$ cat src/rtl/rxr_pkg.sv
package rxr_pkg;
    localparam int SLOTS   = 4;
    localparam int IDX_W   = 2;
    localparam int BASE_W  = 26;
    localparam int LEN_W   = 14;

    typedef logic [IDX_W-1:0] slot_idx_t;

    // bit 0 of the input flag vector is the last field listed
    typedef struct packed {
        logic unk_ctrl;
        logic len_err;
        logic crc;
        logic mii;
        logic coll;
        logic overlen;
        logic runt;
        logic wdog;
    } rx_err_t;

    function automatic logic [31:0] pack_status(
        input logic [LEN_W-1:0] len,
        input rx_err_t          e,
        input logic             mc,
        input logic             bc,
        input logic             missed
    );
        logic [31:0] s;
        s        = '0;
        s[13:0]  = len;
        s[14]    = e.wdog;
        s[15]    = e.runt;
        s[16]    = e.overlen;
        s[17]    = e.coll;
        s[19]    = e.mii;
        s[21]    = e.crc;
        s[24]    = e.len_err;
        s[26]    = e.unk_ctrl;
        s[27]    = mc;
        s[28]    = bc;
        s[31]    = missed;
        return s;
    endfunction
endpackage

$ cat src/rtl/rxr_slot_bank.sv
module rxr_slot_bank
    import rxr_pkg::*;
(
    input  logic                          clk,
    input  logic                          rst,
    input  logic                          wr_en,
    input  slot_idx_t                     wr_slot,
    input  logic [BASE_W-1:0]             wr_base,
    input  logic                          wr_arm,
    input  logic                          fin,
    input  slot_idx_t                     fin_slot,
    input  logic [31:0]                   fin_status,
    output logic [SLOTS-1:0]              slot_en,
    output logic [SLOTS-1:0]              slot_done,
    output logic [SLOTS-1:0][BASE_W-1:0]  slot_base,
    output logic [SLOTS-1:0][31:0]        slot_stat
);
    for (genvar i = 0; i < SLOTS; i++) begin : g_slot
        logic hit_wr, hit_fin;
        assign hit_wr  = wr_en && (wr_slot == slot_idx_t'(i));
        assign hit_fin = fin && (fin_slot == slot_idx_t'(i));

        always_ff @(posedge clk) begin
            if (rst) begin
                slot_en[i]   <= 1'b0;
                slot_done[i] <= 1'b0;
                slot_base[i] <= '0;
                slot_stat[i] <= '0;
            end else begin
                if (hit_wr) begin
                    slot_base[i] <= wr_base;
                    slot_en[i]   <= wr_arm;
                    slot_done[i] <= 1'b0;
                end else if (hit_fin) begin
                    slot_en[i]   <= 1'b0;
                    slot_done[i] <= 1'b1;
                end
                if (hit_fin)
                    slot_stat[i] <= fin_status;
            end
        end
    end
endmodule

$ cat src/rtl/rxr_frame_ctl.sv
module rxr_frame_ctl
    import rxr_pkg::*;
#(
    parameter int BUF_BYTES = 1536
) (
    input  logic               clk,
    input  logic               rst,
    input  logic               in_valid,
    input  logic [7:0]         in_data,
    input  logic               in_last,
    input  logic [7:0]         in_err,
    input  logic               in_mcast,
    input  logic               in_bcast,
    output logic               in_ready,
    input  logic               cur_en,
    input  logic [BASE_W-1:0]  cur_base,
    output logic               mem_valid,
    input  logic               mem_ready,
    output logic [31:0]        mem_addr,
    output logic [7:0]         mem_data,
    output logic               fin,
    output logic [31:0]        fin_status,
    output slot_idx_t          cur_idx,
    output logic               done_pulse
);
    localparam logic [LEN_W:0]   BUF_LIM = (LEN_W+1)'(BUF_BYTES);
    localparam logic [LEN_W-1:0] LEN_MAX = '1;

    logic             in_frame, drop_r, missed_pend;
    logic [LEN_W-1:0] offset, len_next;
    logic             drop_now, fits, beat;
    rx_err_t          err_v;

    assign drop_now  = in_frame ? drop_r : !cur_en;
    assign fits      = {1'b0, offset} < BUF_LIM;
    assign mem_valid = in_valid && !drop_now && fits;
    assign in_ready  = mem_valid ? mem_ready : 1'b1;
    assign beat      = in_valid && in_ready;
    assign mem_addr  = {cur_base, 6'b0} + 32'(offset);
    assign mem_data  = in_data;
    assign len_next  = (offset == LEN_MAX) ? offset : offset + 1'b1;
    assign fin       = beat && in_last && !drop_now;

    always_comb begin
        err_v = rx_err_t'(in_err);
        if ({1'b0, len_next} > BUF_LIM)
            err_v.overlen = 1'b1;
    end

    assign fin_status = pack_status(len_next, err_v, in_mcast, in_bcast, missed_pend);

    always_ff @(posedge clk) begin
        if (rst) begin
            in_frame    <= 1'b0;
            drop_r      <= 1'b0;
            offset      <= '0;
            missed_pend <= 1'b0;
            cur_idx     <= '0;
            done_pulse  <= 1'b0;
        end else begin
            done_pulse <= fin;
            if (beat) begin
                if (in_last) begin
                    in_frame <= 1'b0;
                    offset   <= '0;
                end else begin
                    in_frame <= 1'b1;
                    drop_r   <= drop_now;
                    offset   <= len_next;
                end
                if (drop_now)
                    missed_pend <= 1'b1;
                else if (in_last)
                    missed_pend <= 1'b0;
                if (fin)
                    cur_idx <= cur_idx + 1'b1;
            end
        end
    end

    assert_idx_step_R6: assert property (@(posedge clk) disable iff (rst)
        done_pulse |-> cur_idx == $past(cur_idx) + 2'd1);
    assert_idx_hold_R6: assert property (@(posedge clk) disable iff (rst)
        !done_pulse |-> $stable(cur_idx));
endmodule

$ cat src/rtl/rxr_ring.sv
module rxr_ring
    import rxr_pkg::*;
#(
    parameter int BUF_BYTES = 1536
) (
    input  logic        clk,
    input  logic        rst,
    input  logic        reg_wr,
    input  logic [2:0]  reg_waddr,
    input  logic [31:0] reg_wdata,
    input  logic [2:0]  reg_raddr,
    output logic [31:0] reg_rdata,
    input  logic        rx_valid,
    output logic        rx_ready,
    input  logic [7:0]  rx_data,
    input  logic        rx_last,
    input  logic [7:0]  rx_err,
    input  logic        rx_mcast,
    input  logic        rx_bcast,
    output logic        mem_valid,
    input  logic        mem_ready,
    output logic [31:0] mem_addr,
    output logic [7:0]  mem_data,
    output logic        slot_done_pulse
);
    logic [SLOTS-1:0]             slot_en, slot_done;
    logic [SLOTS-1:0][BASE_W-1:0] slot_base;
    logic [SLOTS-1:0][31:0]       slot_stat;
    slot_idx_t                    cur_idx, rd_slot;
    logic                         fin;
    logic [31:0]                  fin_status;

    rxr_slot_bank u_bank (
        .clk        (clk),
        .rst        (rst),
        .wr_en      (reg_wr && !reg_waddr[0]),
        .wr_slot    (reg_waddr[2:1]),
        .wr_base    (reg_wdata[31:6]),
        .wr_arm     (reg_wdata[0]),
        .fin        (fin),
        .fin_slot   (cur_idx),
        .fin_status (fin_status),
        .slot_en    (slot_en),
        .slot_done  (slot_done),
        .slot_base  (slot_base),
        .slot_stat  (slot_stat)
    );

    rxr_frame_ctl #(.BUF_BYTES(BUF_BYTES)) u_ctl (
        .clk        (clk),
        .rst        (rst),
        .in_valid   (rx_valid),
        .in_data    (rx_data),
        .in_last    (rx_last),
        .in_err     (rx_err),
        .in_mcast   (rx_mcast),
        .in_bcast   (rx_bcast),
        .in_ready   (rx_ready),
        .cur_en     (slot_en[cur_idx]),
        .cur_base   (slot_base[cur_idx]),
        .mem_valid  (mem_valid),
        .mem_ready  (mem_ready),
        .mem_addr   (mem_addr),
        .mem_data   (mem_data),
        .fin        (fin),
        .fin_status (fin_status),
        .cur_idx    (cur_idx),
        .done_pulse (slot_done_pulse)
    );

    assign rd_slot = reg_raddr[2:1];
    always_comb begin
        if (reg_raddr[0])
            reg_rdata = slot_stat[rd_slot];
        else
            reg_rdata = {slot_base[rd_slot], 2'b00, cur_idx, slot_done[rd_slot], slot_en[rd_slot]};
    end

    // no byte reaches memory unless the slot being filled is armed
    assert_write_armed_R8: assert property (@(posedge clk) disable iff (rst)
        mem_valid && !$past(reg_wr) |-> slot_en[cur_idx]);
    // a completion leaves a non-zero length in the finished slot
    assert_len_set_R5: assert property (@(posedge clk) disable iff (rst)
        slot_done_pulse |-> slot_stat[$past(cur_idx)][13:0] != 14'd0);
    // the finished slot shows done unless software rewrote it
    assert_done_flag_R5: assert property (@(posedge clk) disable iff (rst)
        slot_done_pulse && !$past(reg_wr) |-> slot_done[$past(cur_idx)]);
endmodule

$ cat config.mk
export PLATFORM = sky130hd
export DESIGN_NAME = rxr_ring
export DESIGN_NICKNAME = d
export VERILOG_FILES = /design/src/rtl/rxr_pkg.sv /design/src/rtl/rxr_slot_bank.sv /design/src/rtl/rxr_frame_ctl.sv /design/src/rtl/rxr_ring.sv
export SDC_FILE = /design/constraint.sdc
export NUM_CORES = 1
export LEC_CHECK = 0
export CAP_MARGIN = 20
export CORE_MARGIN = 1.5
export CORE_UTILIZATION = 55
export CTS_CLUSTER_SIZE = 28
export DETAILED_ROUTE_END_ITERATION = 10
export PLACE_DENSITY = 0.79
export SYNTH_ARGS = -nofsm -noshare
export SYNTH_HDL_FRONTEND = slang
export SYNTH_SLANG_ARGS = --single-unit
$ cat constraint.sdc
create_clock -name clk -period 4.9 [get_ports clk]
set_input_delay 1.47 -clock clk [delete_from_list [all_inputs] [get_ports clk]]
set_output_delay 1.47 -clock clk [all_outputs]
set_load 0.01 [all_outputs]
Word-level counts from Yosys, hierarchy flattened
Index checks and enable logic that the tools add are counted.
{"block": "totals", "wordCells": 97, "regBits": 232, "output_inout_bits": 75, "inputBits": 62}
{"block": "op_classes", "n_lt_le_gt_ge": 4, "bitwise_logic": 1, "n_eq_ne": 7, "reduce_logical": 31, "n_addsub": 3, "n_mux": 29}
{"cell": "$bmux W26 S2", "count": 2}
{"cell": "$bmux W32 S2", "count": 1}
{"cell": "$mux W32", "count": 2}
{"cell": "$mux W26", "count": 2}
{"cell": "$add A32 B14 Y32", "count": 1}
{"cell": "$mux W14", "count": 2}
{"cell": "$mux W1", "count": 17}
{"cell": "$add A14 B1 Y14 const B", "count": 1}
{"cell": "$eq A14 B14 Y1 const B", "count": 1}
{"cell": "$gt A14 B11 Y1 const B", "count": 1}
{"cell": "$logic_and A1 B1 Y1", "count": 14}
{"cell": "$lt A14 B11 Y1 const B", "count": 1}
{"cell": "$reduce_bool A2 Y1", "count": 5}
{"cell": "$eq A2 B2 Y1 const B", "count": 4}
{"cell": "$reduce_or A2 Y1", "count": 4}
{"cell": "$bmux W1 S2", "count": 3}
{"cell": "$lt A2 B3 Y1 const B", "count": 2}
{"cell": "$reduce_and A2 Y1", "count": 3}
{"cell": "$eq A2 B1 Y1 const B", "count": 2}
{"cell": "$logic_not A2 Y1", "count": 2}
{"cell": "$logic_not A1 Y1", "count": 3}
{"cell": "$add A2 B1 Y2 const B", "count": 1}
{"cell": "$not A1 Y1", "count": 1}

Longest topological paths before layout
{"block": "logic_depth", "ltp_word": 14, "mapped_depth": 12, "ltp_nobuf": 9}

Modules after synthesis
A second synthesis with hierarchy kept.
{"block": "hier_totals", "hier_cells": 1501, "area_unflattened_um2": 13354.1}
{"mod": "rxr_slot_bank", "area_each_um2": 8471.9, "cells_each": 1053, "seq_area_each_um2": 4804.6, "instances": 1}
{"mod": "rxr_ring", "area_each_um2": 2698.8, "cells_each": 149, "seq_area_each_um2": 0.0, "instances": 1}
{"mod": "rxr_frame_ctl", "area_each_um2": 2183.3, "cells_each": 299, "seq_area_each_um2": 400.4, "instances": 1}

Least setup slack after synthesis
Ideal clock, no wire load.
{"block": "synth_path", "path_kind": "register to output", "from": "register u_ctl.cur_idx[0]", "to": "output port mem_addr[30]", "n_path_buf": 3, "setup_slack_ns": 0.225, "t_arrival_ns": 3.205, "t_required_ns": 3.430, "path_stages_with_launch": 12, "path_cell_list": "dfxtp_1 buf_4 buf_4 buf_2 mux4_2 ha_1 o21a_1 o2111ai_1 o21ba_2 nor3b_1 nand2_1 xnor2_1"}
{"block": "synth_via", "elab_chain_len": 3}
{"item": "from (decl)", "line": "rxr_frame_ctl.sv:23", "text": "output slot_idx_t cur_idx,"}
{"item": "from (signal assigned)", "line": "rxr_frame_ctl.sv:76", "text": "cur_idx <= cur_idx + 1'b1;"}
{"item": "$bmux W26 S2", "line": "rxr_ring.sv:60", "text": ".cur_base (slot_base[cur_idx]),"}
{"item": "$mux W26 (implied by the code)", "line": "rxr_ring.sv:60"}
{"item": "$add A32 B14 Y32", "line": "rxr_frame_ctl.sv:39", "text": "assign mem_addr = {cur_base, 6'b0} + 32'(offset);"}
{"item": "to (decl)", "line": "rxr_ring.sv:22", "text": "output logic [31:0] mem_addr,"}
Every way passes these cells. The select of a mux whose other input is x is not followed.

Worst setup path in the final report
{"block": "layout_path", "from": "register u_ctl.cur_idx[0]", "to": "output port mem_addr[13]"}
Same word-level chain as after synthesis.

==> flow_summary.json <==
{
  "status": "completed",
  "switching_share_pct": 22.85,
  "detail_route.first_pass.iterations": 5,
  "slowest_stage": "sky130_fd_sc_hd__mux4_2",
  "timing.critical_path.buf_inv": 1,
  "period_minus_slack_ps": 4784,
  "antenna_found_initial": 0,
  "die_h_um": 148.7,
  "die_w_um": 148.7,
  "stage_delay_of_the_slowest_cell_on_the_critical_path_ps": 520,
  "grt_first_pass_wirelength_um": 50740,
  "slew_viol_final": 0,
  "post_synth_inst_count": 1317,
  "synth_top_cell_by_area": "sky130_fd_sc_hd__dfxtp_1",
  "setup_ws_ps": 116.1,
  "synth.yosys.warnings": 0,
  "power.share.sequential_pct": 48.0,
  "pwr_density_cell_mw_per_mm2": 289.0,
  "timing.critical_path.required_ps": 3430,
  "multi_input_comb_area_mm2": 0.006541,
  "synth-edff-count": 0,
  "final_instance_count_without_filler_cells": 1696,
  "switchingPower_uw": 918.5,
  "cpLargestDelayFamily": "compound AO/OA/AOI/OAI gates",
  "synth.ff_latch_count": 232,
  "setup_violations": 0,
  "initial_utilization_pct": 55.72,
  "cts.sinks": 232,
  "timing_worst_setup_path_type": "reg2out",
  "max_slew.worst_pin.slew_ps": 1125,
  "setup_total_negative_slack_ps": 0,
  "drcViolationCount": 0,
  "period_share_pct": 97.63,
  "row_count": 53,
  "worst_skew_pair.late_latency_ps": 520,
  "postSynthAreaPerCell_um2": 8.866,
  "finClkSkew_ps": 10.18,
  "ff_latch_area_mm2": 0.004649,
  "synth_cell_types": 63,
  "mappedNetlistNets": 1393,
  "share_comb_of_total_power_pct": 7.5,
  "part_of_the_yosys_area_used_for_sequential_elements_pct": 39.78,
  "antenna_cells_inserted": 0,
  "cts_max_level": 1,
  "placeableCoreArea_mm2": 0.02096,
  "cts_root_cell": "sky130_fd_sc_hd__clkbuf_16",
  "grt_overflow": 0,
  "detailroute.via_count": 10217,
  "netlist_area_mm2": 0.01168,
  "io_buffers": 115,
  "syn_to_final_growth_pct": 19.11,
  "asyncSetResetFlopFracSynth_pct": 0,
  "fin_nets": 1482,
  "dp_hpwl_um": 20870,
  "r2r_start": "u_ctl.offset[0]$_SDFFE_PP0P_",
  "hold_class": "reg2reg",
  "intPower_uw": 3101,
  "detail_route.wl_per_cell_um": 19.01,
  "slew_headroom_pct": 24.99,
  "post-synth-top-area-fraction_pct": 39.78,
  "cap_violations": 0,
  "fmax_mhz": 209.0,
  "worstSetupStartpointType": "flip-flop",
  "number_of_buffers_between_clock_root_and_the_deepest_sink": 3,
  "cts_hold_buf": 0,
  "end_kind": "primary output",
  "fill_cells": 1711,
  "power.ir.vdd_worst_mv": 0.2171,
  "share_of_final_layout_standard_cells_stronger_than_drive_strength_1_pct": 17.03,
  "dpl.cell_count": 1651,
  "grt_pass1_vias": 9659,
  "drt_iter0_drc": 994,
  "place_worst_setup_slack_ps": -80.99,
  "timing.final.hold_violations": 0,
  "clkPwrFrac_pct": 44.5,
  "timing.critical_path.from": "u_ctl.cur_idx[0]$_SDFFE_PP0P_",
  "hold_start": "u_bank.slot_stat[14]$_SDFFE_PP0P_",
  "cts_tree": "built",
  "power_uw": 4019,
  "dominantRegCellSynth": "sky130_fd_sc_hd__dfxtp_1",
  "synth_area_leaders": "sky130_fd_sc_hd__dfxtp_1 40%, sky130_fd_sc_hd__mux4_2 15%, sky130_fd_sc_hd__nand2_1 12%",
  "place.gp.congestion": 0.8615,
  "ports_placed_on_the_boundary": 137,
  "worstPathMaxFanout": 8,
  "clk_transition_reported_paths_ps": 60,
  "grt_start_max_net_pins": 153,
  "vias_per_cell": 6.024,
  "grt_util_all_layers_pct": 29.04,
  "data_arrival_time_at_the_worst_slack_endpoint_ps": 3310,
  "numCtsBuffers": 24,
  "leakage_power_uw": 0.004804,
  "worstPathCellList": "mux4_2 -> ha_1 -> a211o_1 -> and2_1 -> o311a_1 -> o21ai_1 -> nand2b_1 -> xor2_2 -> clkdlybuf4s15_1",
  "drt.antenna.violating_nets": 0,
  "die_ar_mm2": 0.02211,
  "postRouteWirelength_um": 32240
}
worst paths after layout:
| path | to | slack [ps] | depth (start not counted) |
|---|---|---|---|
| max | mem_addr[13] | 120 | 9 |
| min | u_bank.slot_stat[14]$_SDFFE_PP0P_ | 450 | 2 |
| max reg2reg | u_bank.slot_stat[80]$_SDFFE_PP0P_ | 2030 | 7 |
| min reg2reg | u_bank.slot_stat[14]$_SDFFE_PP0P_ | 450 | 2 |
tightest hold or removal path: stages (launching register included):
cell                      delay (ps)
sky130_fd_sc_hd__dfxtp_1         310
sky130_fd_sc_hd__nand2_1          50
sky130_fd_sc_hd__a21oi_1          50
layout by cell type, fill, tap and decap left out, types with 18 or more instances in the layout:
master | Yosys | layout
sky130_fd_sc_hd__mux2_2 | 23 | 23
sky130_fd_sc_hd__xnor2_1 | 18 | 18
sky130_fd_sc_hd__buf_4 | 16 | 49
sky130_fd_sc_hd__clkbuf_16 | 0 | 25
sky130_fd_sc_hd__a211oi_1 | 24 | 23
sky130_fd_sc_hd__mux4_2 | 80 | 80
sky130_fd_sc_hd__clkdlybuf4s50_1 | 0 | 91
sky130_fd_sc_hd__a21oi_1 | 201 | 200
sky130_fd_sc_hd__nand2_1 | 369 | 369
sky130_fd_sc_hd__nor2_1 | 77 | 76
sky130_fd_sc_hd__dfxtp_1 | 232 | 230
power by group through the flow:
stage                     Sequential (uW)  Combinational [uW]  Clock (uW)
after floorplan                      1960                 178           0
after global placement               1970                 296           0
after detailed placement             1970                 299           0
after CTS                            1930                 299        1810
after global routing                 1930                 323        1880
final                                1930                 303        1790
cells in the mapped netlist (9+ instances only):
master,count
sky130_fd_sc_hd__a211oi_1,24
sky130_fd_sc_hd__mux4_2,80
sky130_fd_sc_hd__nand3_1,13
sky130_fd_sc_hd__clkbuf_1,56
sky130_fd_sc_hd__xor2_1,10
sky130_fd_sc_hd__nand2_1,369
sky130_fd_sc_hd__ha_1,13
sky130_fd_sc_hd__nor2_1,77
sky130_fd_sc_hd__nor2b_1,9
sky130_fd_sc_hd__nor3_1,15
sky130_fd_sc_hd__xnor2_1,18
sky130_fd_sc_hd__a21oi_1,201
sky130_fd_sc_hd__inv_1,11
sky130_fd_sc_hd__dfxtp_1,232
sky130_fd_sc_hd__buf_4,16
sky130_fd_sc_hd__buf_2,24
sky130_fd_sc_hd__mux2_2,23
flip-flops by register name (all words and copies together) (netlist names):
signal and count:
u_ctl.cur_idx 2, u_ctl.drop_r 1, u_ctl.done_pulse 1, u_ctl.in_frame 1, u_bank.slot_en 4, u_ctl.offset 14, u_bank.slot_done 4, u_bank.slot_base 104
u_bank.slot_stat 100, u_ctl.missed_pend 1
layout make-up:
| type | count | area share [%] |
|---|---|---|
| clock inverters | 4 | 0.3239 |
| flip-flops and latches | 232 | 33.43 |
| inverters | 11 | 0.2969 |
| multi-input cells | 968 | 47.04 |
| well taps | 275 | 2.474 |
| repair buffers | 169 | 11.26 |
| clock buffers | 37 | 5.182 |
metrics by stage:
step	hold slack (ps)	util, %	instance area, um2
finish	454.5	66.37	13910
global route	476.4	66.37	13910
CTS	454.8	66.19	13870
global placement	438.9	62.39	13070
floorplan	433.1	-	11680
detailed placement	446.8	62.39	13070
layer usage:
metal	track usage, %	part of all wire (%)	vias up	routed length, um
met5	0	0	-	0
met4	8.168	2.1	0	673
met3	3.436	7.5	57	2425
met2	48.53	48	415	15600
met1	39.94	42	4984	13540
li1	-	-	4761	-
what timing repair did:
action | CTS | global route
gates resized for setup | 32 | 24
setup buffers | 2 | 2
endpoints found under the setup margin | 21 | 17
cells by family after synthesis:
family	Yosys count	share of synthesized area, %
xor+xnor	28	2.100
compound gates	267	13.04
mux	109	18.16
buf+inv	117	4.919
fa+ha+maj	14	1.565
simple gates	550	20.44
flops	232	39.78
(Power assumes the default switching activity.)
